==> src/rtl/tcap_pkg.sv <==
package tcap_pkg;

   typedef enum logic {
      ACQ_ARMED = 1'b0,
      ACQ_RUN   = 1'b1
   } acq_state_t;

   function automatic int unsigned idx_width(input int unsigned n);
      return (n > 1) ? $clog2(n) : 1;
   endfunction

endpackage

==> src/rtl/tcap_sync.sv <==
module tcap_sync #(
   parameter int unsigned W      = 8,
   parameter int unsigned STAGES = 2
) (
   input  logic         clk,
   input  logic         rst_n,
   input  logic [W-1:0] d_async,
   output logic [W-1:0] q_sync
);
   logic [W-1:0] stage_q [STAGES];

   generate
      if (STAGES < 2) begin : g_bad_stages
         $error("tcap_sync needs at least two stages");
      end
      for (genvar s = 0; s < STAGES; s++) begin : g_stage
         always_ff @(posedge clk) begin
            if (!rst_n) begin
               stage_q[s] <= '0;
            end else if (s == 0) begin
               stage_q[s] <= d_async;
            end else begin
               stage_q[s] <= stage_q[(s == 0) ? 0 : s-1];
            end
         end
      end
   endgenerate

   assign q_sync = stage_q[STAGES-1];
endmodule

==> src/rtl/tcap_ratediv.sv <==
module tcap_ratediv #(
   parameter int unsigned DIVW = 16
) (
   input  logic            clk,
   input  logic            rst_n,
   input  logic [DIVW-1:0] rate_div,
   output logic            tick
);
   logic [DIVW-1:0] phase_q;

   assign tick = (phase_q >= rate_div);

   always_ff @(posedge clk) begin
      if (!rst_n) begin
         phase_q <= '0;
      end else if (tick) begin
         phase_q <= '0;
      end else begin
         phase_q <= phase_q + 1'b1;
      end
   end
endmodule

==> src/rtl/tcap_lane.sv <==
module tcap_lane #(
   parameter int unsigned DW = 16
) (
   input  logic          clk,
   input  logic          rst_n,
   input  logic          running,
   input  logic          start,
   input  logic          tick,
   input  logic          sample_en,
   input  logic          level_in,
   input  logic          glitch_en,
   input  logic [DW-1:0] glitch_thr,
   input  logic          grant,
   output logic          pend,
   output logic          out_level,
   output logic [DW-1:0] out_delta,
   output logic          out_keep
);
   localparam logic [DW-1:0] SAT = '1;

   logic          last_q;
   logic [DW-1:0] count_q;
   logic [DW-1:0] next_cnt;
   logic          edge_seen;
   logic          saturated;
   logic          keep_ok;

   assign next_cnt  = (count_q == SAT) ? SAT : count_q + 1'b1;
   assign edge_seen = sample_en && (level_in != last_q);
   assign saturated = (next_cnt == SAT);
   assign keep_ok   = !glitch_en || (next_cnt < glitch_thr);

   always_ff @(posedge clk) begin
      if (!rst_n) begin
         last_q    <= 1'b0;
         count_q   <= '0;
         pend      <= 1'b0;
         out_level <= 1'b0;
         out_delta <= '0;
         out_keep  <= 1'b0;
      end else begin
         if (grant) begin
            pend <= 1'b0;
         end
         if (start) begin
            last_q  <= level_in;
            count_q <= '0;
         end else if (running && tick) begin
            if (edge_seen) begin
               last_q  <= level_in;
               count_q <= '0;
               if (keep_ok) begin
                  pend      <= 1'b1;
                  out_level <= level_in;
                  out_delta <= next_cnt;
                  out_keep  <= 1'b0;
               end
            end else if (sample_en && saturated && !glitch_en) begin
               count_q   <= '0;
               pend      <= 1'b1;
               out_level <= last_q;
               out_delta <= next_cnt;
               out_keep  <= 1'b1;
            end else begin
               count_q <= next_cnt;
            end
         end
      end
   end
endmodule

==> src/rtl/tcap_fmt.sv <==
module tcap_fmt #(
   parameter int unsigned NCH = 8,
   parameter int unsigned DW  = 16,
   parameter int unsigned CW  = 3
) (
   input  logic                    clk,
   input  logic                    rst_n,
   input  logic [NCH-1:0]          pend,
   input  logic [NCH-1:0]          lane_level,
   input  logic [NCH-1:0][DW-1:0]  lane_delta,
   input  logic [NCH-1:0]          lane_keep,
   output logic [NCH-1:0]          grant,
   output logic                    rec_valid,
   input  logic                    rec_ready,
   output logic [CW-1:0]           rec_chan,
   output logic                    rec_level,
   output logic [DW-1:0]           rec_delta,
   output logic                    rec_keep
);
   logic [CW-1:0] pick;
   logic          any;
   logic          load;

   always_comb begin
      pick = '0;
      any  = 1'b0;
      for (int i = NCH-1; i >= 0; i--) begin
         if (pend[i]) begin
            pick = CW'(i);
            any  = 1'b1;
         end
      end
   end

   assign load = any && (!rec_valid || rec_ready);

   always_comb begin
      grant = '0;
      if (load) begin
         grant[pick] = 1'b1;
      end
   end

   always_ff @(posedge clk) begin
      if (!rst_n) begin
         rec_valid <= 1'b0;
         rec_chan  <= '0;
         rec_level <= 1'b0;
         rec_delta <= '0;
         rec_keep  <= 1'b0;
      end else if (!rec_valid || rec_ready) begin
         rec_valid <= any;
         if (any) begin
            rec_chan  <= pick;
            rec_level <= lane_level[pick];
            rec_delta <= lane_delta[pick];
            rec_keep  <= lane_keep[pick];
         end
      end
   end
endmodule

==> src/rtl/tcap_engine.sv <==
module tcap_engine #(
   parameter int unsigned NCH  = 8,
   parameter int unsigned DW   = 16,
   parameter int unsigned DIVW = 16
) (
   input  logic                                   clk,
   input  logic                                   rst_n,
   input  logic [NCH-1:0]                         probe_in,
   input  logic [NCH-1:0]                         trig_mask,
   input  logic [NCH-1:0]                         trig_value,
   input  logic [DIVW-1:0]                        rate_div,
   input  logic                                   glitch_en,
   input  logic [DW-1:0]                          glitch_thr,
   output logic                                   rec_valid,
   input  logic                                   rec_ready,
   output logic [tcap_pkg::idx_width(NCH)-1:0]    rec_chan,
   output logic                                   rec_level,
   output logic [DW-1:0]                          rec_delta,
   output logic                                   rec_keep
);
   import tcap_pkg::*;

   localparam int unsigned CW = idx_width(NCH);

   generate
      if (NCH < 2) begin : g_bad_nch
         $error("tcap_engine needs at least two channels");
      end
      if (DW < 2) begin : g_bad_dw
         $error("tcap_engine delta width must be at least two bits");
      end
      if (DIVW < 1) begin : g_bad_divw
         $error("tcap_engine divider width must be at least one bit");
      end
   endgenerate

   logic [NCH-1:0]         smp;
   logic                   tick;
   logic [NCH-1:0]         pend;
   logic [NCH-1:0]         grant;
   logic [NCH-1:0]         lane_level;
   logic [NCH-1:0][DW-1:0] lane_delta;
   logic [NCH-1:0]         lane_keep;
   acq_state_t             state_q;
   logic                   running;
   logic                   match;
   logic                   start;
   logic                   sample_en;

   tcap_sync #(.W(NCH), .STAGES(2)) u_sync (
      .clk     (clk),
      .rst_n   (rst_n),
      .d_async (probe_in),
      .q_sync  (smp)
   );

   tcap_ratediv #(.DIVW(DIVW)) u_div (
      .clk      (clk),
      .rst_n    (rst_n),
      .rate_div (rate_div),
      .tick     (tick)
   );

   assign running   = (state_q == ACQ_RUN);
   assign match     = (((smp ^ trig_value) & trig_mask) == '0);
   assign start     = tick && !running && match;
   assign sample_en = tick && (pend == '0);

   always_ff @(posedge clk) begin
      if (!rst_n) begin
         state_q <= ACQ_ARMED;
      end else if (start) begin
         state_q <= ACQ_RUN;
      end
   end

   generate
      for (genvar c = 0; c < NCH; c++) begin : g_lane
         tcap_lane #(.DW(DW)) u_lane (
            .clk        (clk),
            .rst_n      (rst_n),
            .running    (running),
            .start      (start),
            .tick       (tick),
            .sample_en  (sample_en),
            .level_in   (smp[c]),
            .glitch_en  (glitch_en),
            .glitch_thr (glitch_thr),
            .grant      (grant[c]),
            .pend       (pend[c]),
            .out_level  (lane_level[c]),
            .out_delta  (lane_delta[c]),
            .out_keep   (lane_keep[c])
         );
      end
   endgenerate

   tcap_fmt #(.NCH(NCH), .DW(DW), .CW(CW)) u_fmt (
      .clk        (clk),
      .rst_n      (rst_n),
      .pend       (pend),
      .lane_level (lane_level),
      .lane_delta (lane_delta),
      .lane_keep  (lane_keep),
      .grant      (grant),
      .rec_valid  (rec_valid),
      .rec_ready  (rec_ready),
      .rec_chan   (rec_chan),
      .rec_level  (rec_level),
      .rec_delta  (rec_delta),
      .rec_keep   (rec_keep)
   );
endmodule

==> config.mk <==
export PLATFORM = sky130hd
export DESIGN_NAME = tcap_engine
export DESIGN_NICKNAME = d
export VERILOG_FILES = /design/src/rtl/tcap_pkg.sv /design/src/rtl/tcap_sync.sv /design/src/rtl/tcap_ratediv.sv /design/src/rtl/tcap_lane.sv /design/src/rtl/tcap_fmt.sv /design/src/rtl/tcap_engine.sv
export SDC_FILE = /design/constraint.sdc
export NUM_CORES = 1
export LEC_CHECK = 0
export ABC_AREA = 0
export CAP_MARGIN = 30
export CORE_MARGIN = 8
export CORE_UTILIZATION = 40
export CTS_CLUSTER_DIAMETER = 60
export DETAILED_ROUTE_END_ITERATION = 6
export PLACE_DENSITY = 0.61
export SLEW_MARGIN = 10
export SYNTH_ARGS = -nofsm -noshare
export SYNTH_HDL_FRONTEND = slang
export SYNTH_SLANG_ARGS = --single-unit
==> constraint.sdc <==
create_clock -name clk -period 4.2 [get_ports clk]
set_clock_uncertainty 0.1 [all_clocks]
set_input_delay 0.42 -clock clk [delete_from_list [all_inputs] [get_ports clk]]
set_output_delay 0.42 -clock clk [all_outputs]
set_load 0.005 [all_outputs]
==> results.md <==
- The flow ran to the end, but the final reports show violations.
- The final reports fail on design-rule violations.
- The number of enable-type register cells in the synthesized netlist is 0.
- The wire length per cell after detailed routing is 21.93 µm.
- In this run the mean area of a mapped cell was 7.978 µm².
- For this block, the initial DRC count from the detailed router was 2,045.
- The worst path arrival time is 4.39 ns.
- The maximum buffer depth of the clock tree is 3.
- Cells with a size suffix above 1 make up 10.48% of the layout.
- Measured against its own limit, the worst slew margin works out to 28.35%.
- STA classifies the critical path startpoint as a flip-flop.
- TritonCTS built the clock tree.
- The die is 243.2 µm tall.
- The setup TNS after final layout is 0 ns.
- The analysis attributes to cell leakage a power of 0.009794 µW.
- The placer congestion estimate is 0.9885.
- The first-pass iteration count of the detailed router is 7.
- Total power for the finished layout comes to 7374 µW.
- The switching part of the total power is 23.93%.
- The DRC violation count after routing is 11.
- The count of buffers from port buffering is 81.
- The synthesized netlist devotes 16.73% of its cell area to compound gates.
- The number of antenna-violating nets in the routed design is 0.
- At the end of the flow, the number of nets in the layout was 2,893.
- The cell depth of the worst flop-to-flop path is 14.
- The clock network is responsible for 50.9% of the overall power.
- The startpoint of the worst hold path is rst_n.
- The total via count after detailed routing is 20.25k.
- The startpoint identified for the worst register-to-register timing path is g_lane[6].u_lane.count_q[0].
- The number of endpoints with negative hold slack in the final report is 0.
- The via count of the first global-routing pass came to 18.96k.
- Derived from the worst setup path, the maximum achievable clock frequency is 251.5 MHz.
- The share of synthesized cell area in and, or, nand and nor gates is 26.04%.
- Setup repair after global routing left no endpoint under its margin.
- The final critical-path share of the clock period is 94.66%.
- Relative to the synthesized area, the layout overhead comes to 17.36%.
- The count of cell types in the netlist is 88.
- The root buffer cell is sky130_fd_sc_hd__clkbuf_16.
- The tightest min-delay check is of the primary input to flip-flop type.
- The slack of the worst reg-to-reg path is 0.22 ns.
- The combined area of all synthesized cells is 0.02065 mm².
- The initial antenna violation count was 1.
- The placed wire-length estimate after detailed placement is 55.62 mm.
- The type of the worst setup path is flip-flop to flip-flop.
- The total overflow left after global routing is 0.
- The internal power is 5609 µW.
- The clock-pin slew on the worst setup and hold paths is 0.07 ns.
- The worst hold path terminates at g_lane[4].u_lane.out_delta[11].
- The number of primary I/O pins is 82.
- Using the TritonRoute via totals, the vias-per-cell ratio works out to 5.956.
- The overall die width is 243.2 µm.
- The area of the core region is 0.05120 mm².
- Across the run, the number of max-cap violations was 0.
- The overall global routing resource usage is 24.06%.
- The biggest fanout along the worst timing path is 16.
- The share of total power dissipated in combinational logic is 4.7%.
- Summed over all layers, the routed wires come to 74.55 mm.
- The post-synthesis sequential element count is 343.
- Counting the buffers created by CTS gives 41.
- The share of the yosys chip area belonging to registers is 33.26%.
- The H-tree generated during clock tree synthesis spans 2 levels.
- Counting flops with an async set or reset pin after synthesis yields a share of 0%.
- For this design the total switching power over the nets is 1764 µW.
- Along the worst hold path, the cell count comes to 3.
- The portion of netlist area occupied by mux cells is 6.963%.
- Clock tree synthesis found a total of 343 sinks.
- The largest net degree at the start of global routing is 70.
- By area, the combinational part of the netlist is dominated by simple AND/OR/NAND/NOR gates.
- After floorplanning, the core was divided into 83 placement rows.
- The starting density of the core is 40.33%.
- The data required time of the critical path is 4.62 ns.
- The total power per unit cell area is 304.3 mW/mm².
- The endpoint of the lowest-slack register-to-register path is g_lane[6].u_lane.out_delta[2].
- At the later pin of the worst-skew pair, clock insertion delay measures 0.60 ns.
- The Yosys step of the flow raised 0 warnings.
- Of the total synthesized cell area, the portion taken by full adders, half adders and majority gates is 8.787%.
- At the pin with the least slew margin, the transition time is 1.075 ns.
- IR analysis of the VDD net gives a maximum drop of 0.3019 mV.
- The leading register cell type out of synthesis is sky130_fd_sc_hd__dfxtp_1.
- The endpoint class of the critical path is a flip-flop.
- The clock period could shrink to 3.976 ns.
- The final number of setup-violating endpoints is 0.
- The die covers 0.05914 mm².
- The net count of the mapped netlist is 2,793.
- After Yosys synthesis, XOR and XNOR cells account for 3.266% of the synthesized area.
- The antenna cell count is 0.
- Per report_power, the sequential group accounts for 44.4% of the total.
- Synthesis produced 2,588 cells.
- The count of final max-slew check failures was 0.
- The global-route wire length before repair is 113.6 mm.
[critical path, cell delays in order (launching register included)]
cell and delay, ns:
sky130_fd_sc_hd__dfxtp_1 0.49, sky130_fd_sc_hd__ha_1 0.27, sky130_fd_sc_hd__nand3_1 0.15, sky130_fd_sc_hd__buf_4 0.20, sky130_fd_sc_hd__nor4_1 0.33, sky130_fd_sc_hd__mux2_2 0.43, sky130_fd_sc_hd__ha_1 0.29, sky130_fd_sc_hd__nor2b_1 0.13
sky130_fd_sc_hd__o21ai_0 0.15, sky130_fd_sc_hd__a21oi_1 0.13, sky130_fd_sc_hd__nor3_1 0.45, sky130_fd_sc_hd__o311ai_2 0.16, sky130_fd_sc_hd__nand2_1 0.18, sky130_fd_sc_hd__buf_12 0.20, sky130_fd_sc_hd__mux2i_1 0.20
[cells by family after synthesis]
kind of cell | count (synthesis)
XOR/XNOR | 77
AO/OA/AOI/OAI | 522
multiplexers | 141
flip-flops | 343
adder cells (fa/ha/maj) | 145
buffers and inverters | 239
AND/OR/NAND/NOR | 1121
[power groups by stage]
stage,Combinational [µW],Sequential [µW],Clock [µW]
after global routing,374,3270,3930
final,350,3270,3750
after detailed placement,341,3350,0
after CTS,343,3270,3810
after global placement,333,3350,0
after floorplan,160,3340,0
[registers in the layout, summed over array words and instances (netlist names)]
name	cells
g_lane.u_lane.count_q	128
g_lane.u_lane.out_delta	128
u_div.phase_q	16
u_fmt.rec_delta	16
u_sync.stage_q	16
g_lane.u_lane.last_q	8
g_lane.u_lane.out_keep	8
g_lane.u_lane.out_level	8
g_lane.u_lane.pend	8
u_fmt.rec_chan	3
running	1
u_fmt.rec_keep	1
u_fmt.rec_level	1
u_fmt.rec_valid	1
[cell usage in the layout, fill, tap and decap left out, types with 15 or more instances in the layout]
master,n
sky130_fd_sc_hd__a211oi_1,15
sky130_fd_sc_hd__a21o_1,22
sky130_fd_sc_hd__a21oi_1,173
sky130_fd_sc_hd__a222oi_1,37
sky130_fd_sc_hd__a22o_1,37
sky130_fd_sc_hd__a22oi_1,15
sky130_fd_sc_hd__a31oi_1,34
sky130_fd_sc_hd__and2_1,30
sky130_fd_sc_hd__and3_1,21
sky130_fd_sc_hd__and4_1,24
sky130_fd_sc_hd__buf_4,134
sky130_fd_sc_hd__clkbuf_16,41
sky130_fd_sc_hd__clkdlybuf4s50_1,80
sky130_fd_sc_hd__dfxtp_1,341
sky130_fd_sc_hd__ha_1,144
sky130_fd_sc_hd__inv_1,70
sky130_fd_sc_hd__mux2_2,20
sky130_fd_sc_hd__mux2i_1,120
sky130_fd_sc_hd__nand2_1,381
sky130_fd_sc_hd__nand2b_1,23
sky130_fd_sc_hd__nand3_1,145
sky130_fd_sc_hd__nand4_1,61
sky130_fd_sc_hd__nor2_1,231
sky130_fd_sc_hd__nor3_1,89
sky130_fd_sc_hd__nor4_1,37
sky130_fd_sc_hd__o21ai_0,84
sky130_fd_sc_hd__xnor2_1,42
sky130_fd_sc_hd__xor2_1,35
[layer usage]
metal  routed length (µm)  global-route usage [%]
met4                 3440                   10.75
met3                 5938                   4.623
met5                   13                       0
met2                33450                   38.32
met1                31710                   31.27
[cell type report]
cell class                 instances  area [µm²]
multi-input combinational       2006       12850
fill                            4996       26970
sequential                       343        6869
timing repair buffer             224        1989
inverter                          72       271.5
tap                              680       850.8
clock inverter                    24       276.5
clock buffer                      51        1124
[per-stage QoR]
step	utilization, %	hold WS (ns)	cells	setup WS (ns)	cell area, µm²
final	47.33	0.2634	3400	0.2245	24230
after global placement	44.39	0.3136	3319	0.04918	22730
after detailed placement	44.43	0.3208	3321	0.003678	22750
after floorplan	-	0.3119	2588	0.4399	20650
after global routing	47.33	0.2937	3400	0.01291	24230
after CTS	47.16	0.2385	3396	0.09457	24150
[worst max path at each step]
| stage | cells after the start | end | slack (ns) | from |
|---|---|---|---|---|
| after floorplan | 17 | g_lane[0].u_lane.out_delta[9] | 0.44 | g_lane[0].u_lane.count_q[0] |
| after global placement | 12 | g_lane[6].u_lane.count_q[2] | 0.05 | rate_div[7] |
| after detailed placement | 12 | g_lane[7].u_lane.count_q[13] | 0.004 | rate_div[7] |
| after CTS | 14 | g_lane[2].u_lane.out_delta[7] | 0.09 | g_lane[2].u_lane.count_q[0] |
| after global routing | 15 | g_lane[0].u_lane.out_delta[8] | 0.01 | g_lane[0].u_lane.count_q[1] |
| final | 14 | g_lane[6].u_lane.out_delta[2] | 0.22 | g_lane[6].u_lane.count_q[0] |
[timing repair]
action / 4_1_cts / 5_1_grt
endpoints found under the setup margin: 0 / 50
resized for setup: 0 / 12
endpoints found under the hold margin: 0 / 0
hold buffers: 0 / 0
setup buffers: 0 / 4
[synth_stat cells (all sizes together) (23+ instances only)]
cell type,instances,area (µm²)
nand2,382,1450
dfxtp,343,6867
nor2,238,898.4
a21oi,175,875.8
nand3,148,750.7
ha,145,1814
mux2i,120,1201
clkbuf,105,395.4
nor3,91,460.4
o21ai,89,445.4
inv,71,266.5
nand4,63,406.6
buf,61,349.1
xnor2,42,367.9
a222oi,37,370.4
a22o,37,324.1
nor4,37,231.5
a31oi,35,219.0
xor2,35,306.5
and2,30,187.7
and4,25,220.2
a21o,23,172.7
nand2b,23,143.9
Note: power is estimated with default switching activity, not from simulation.
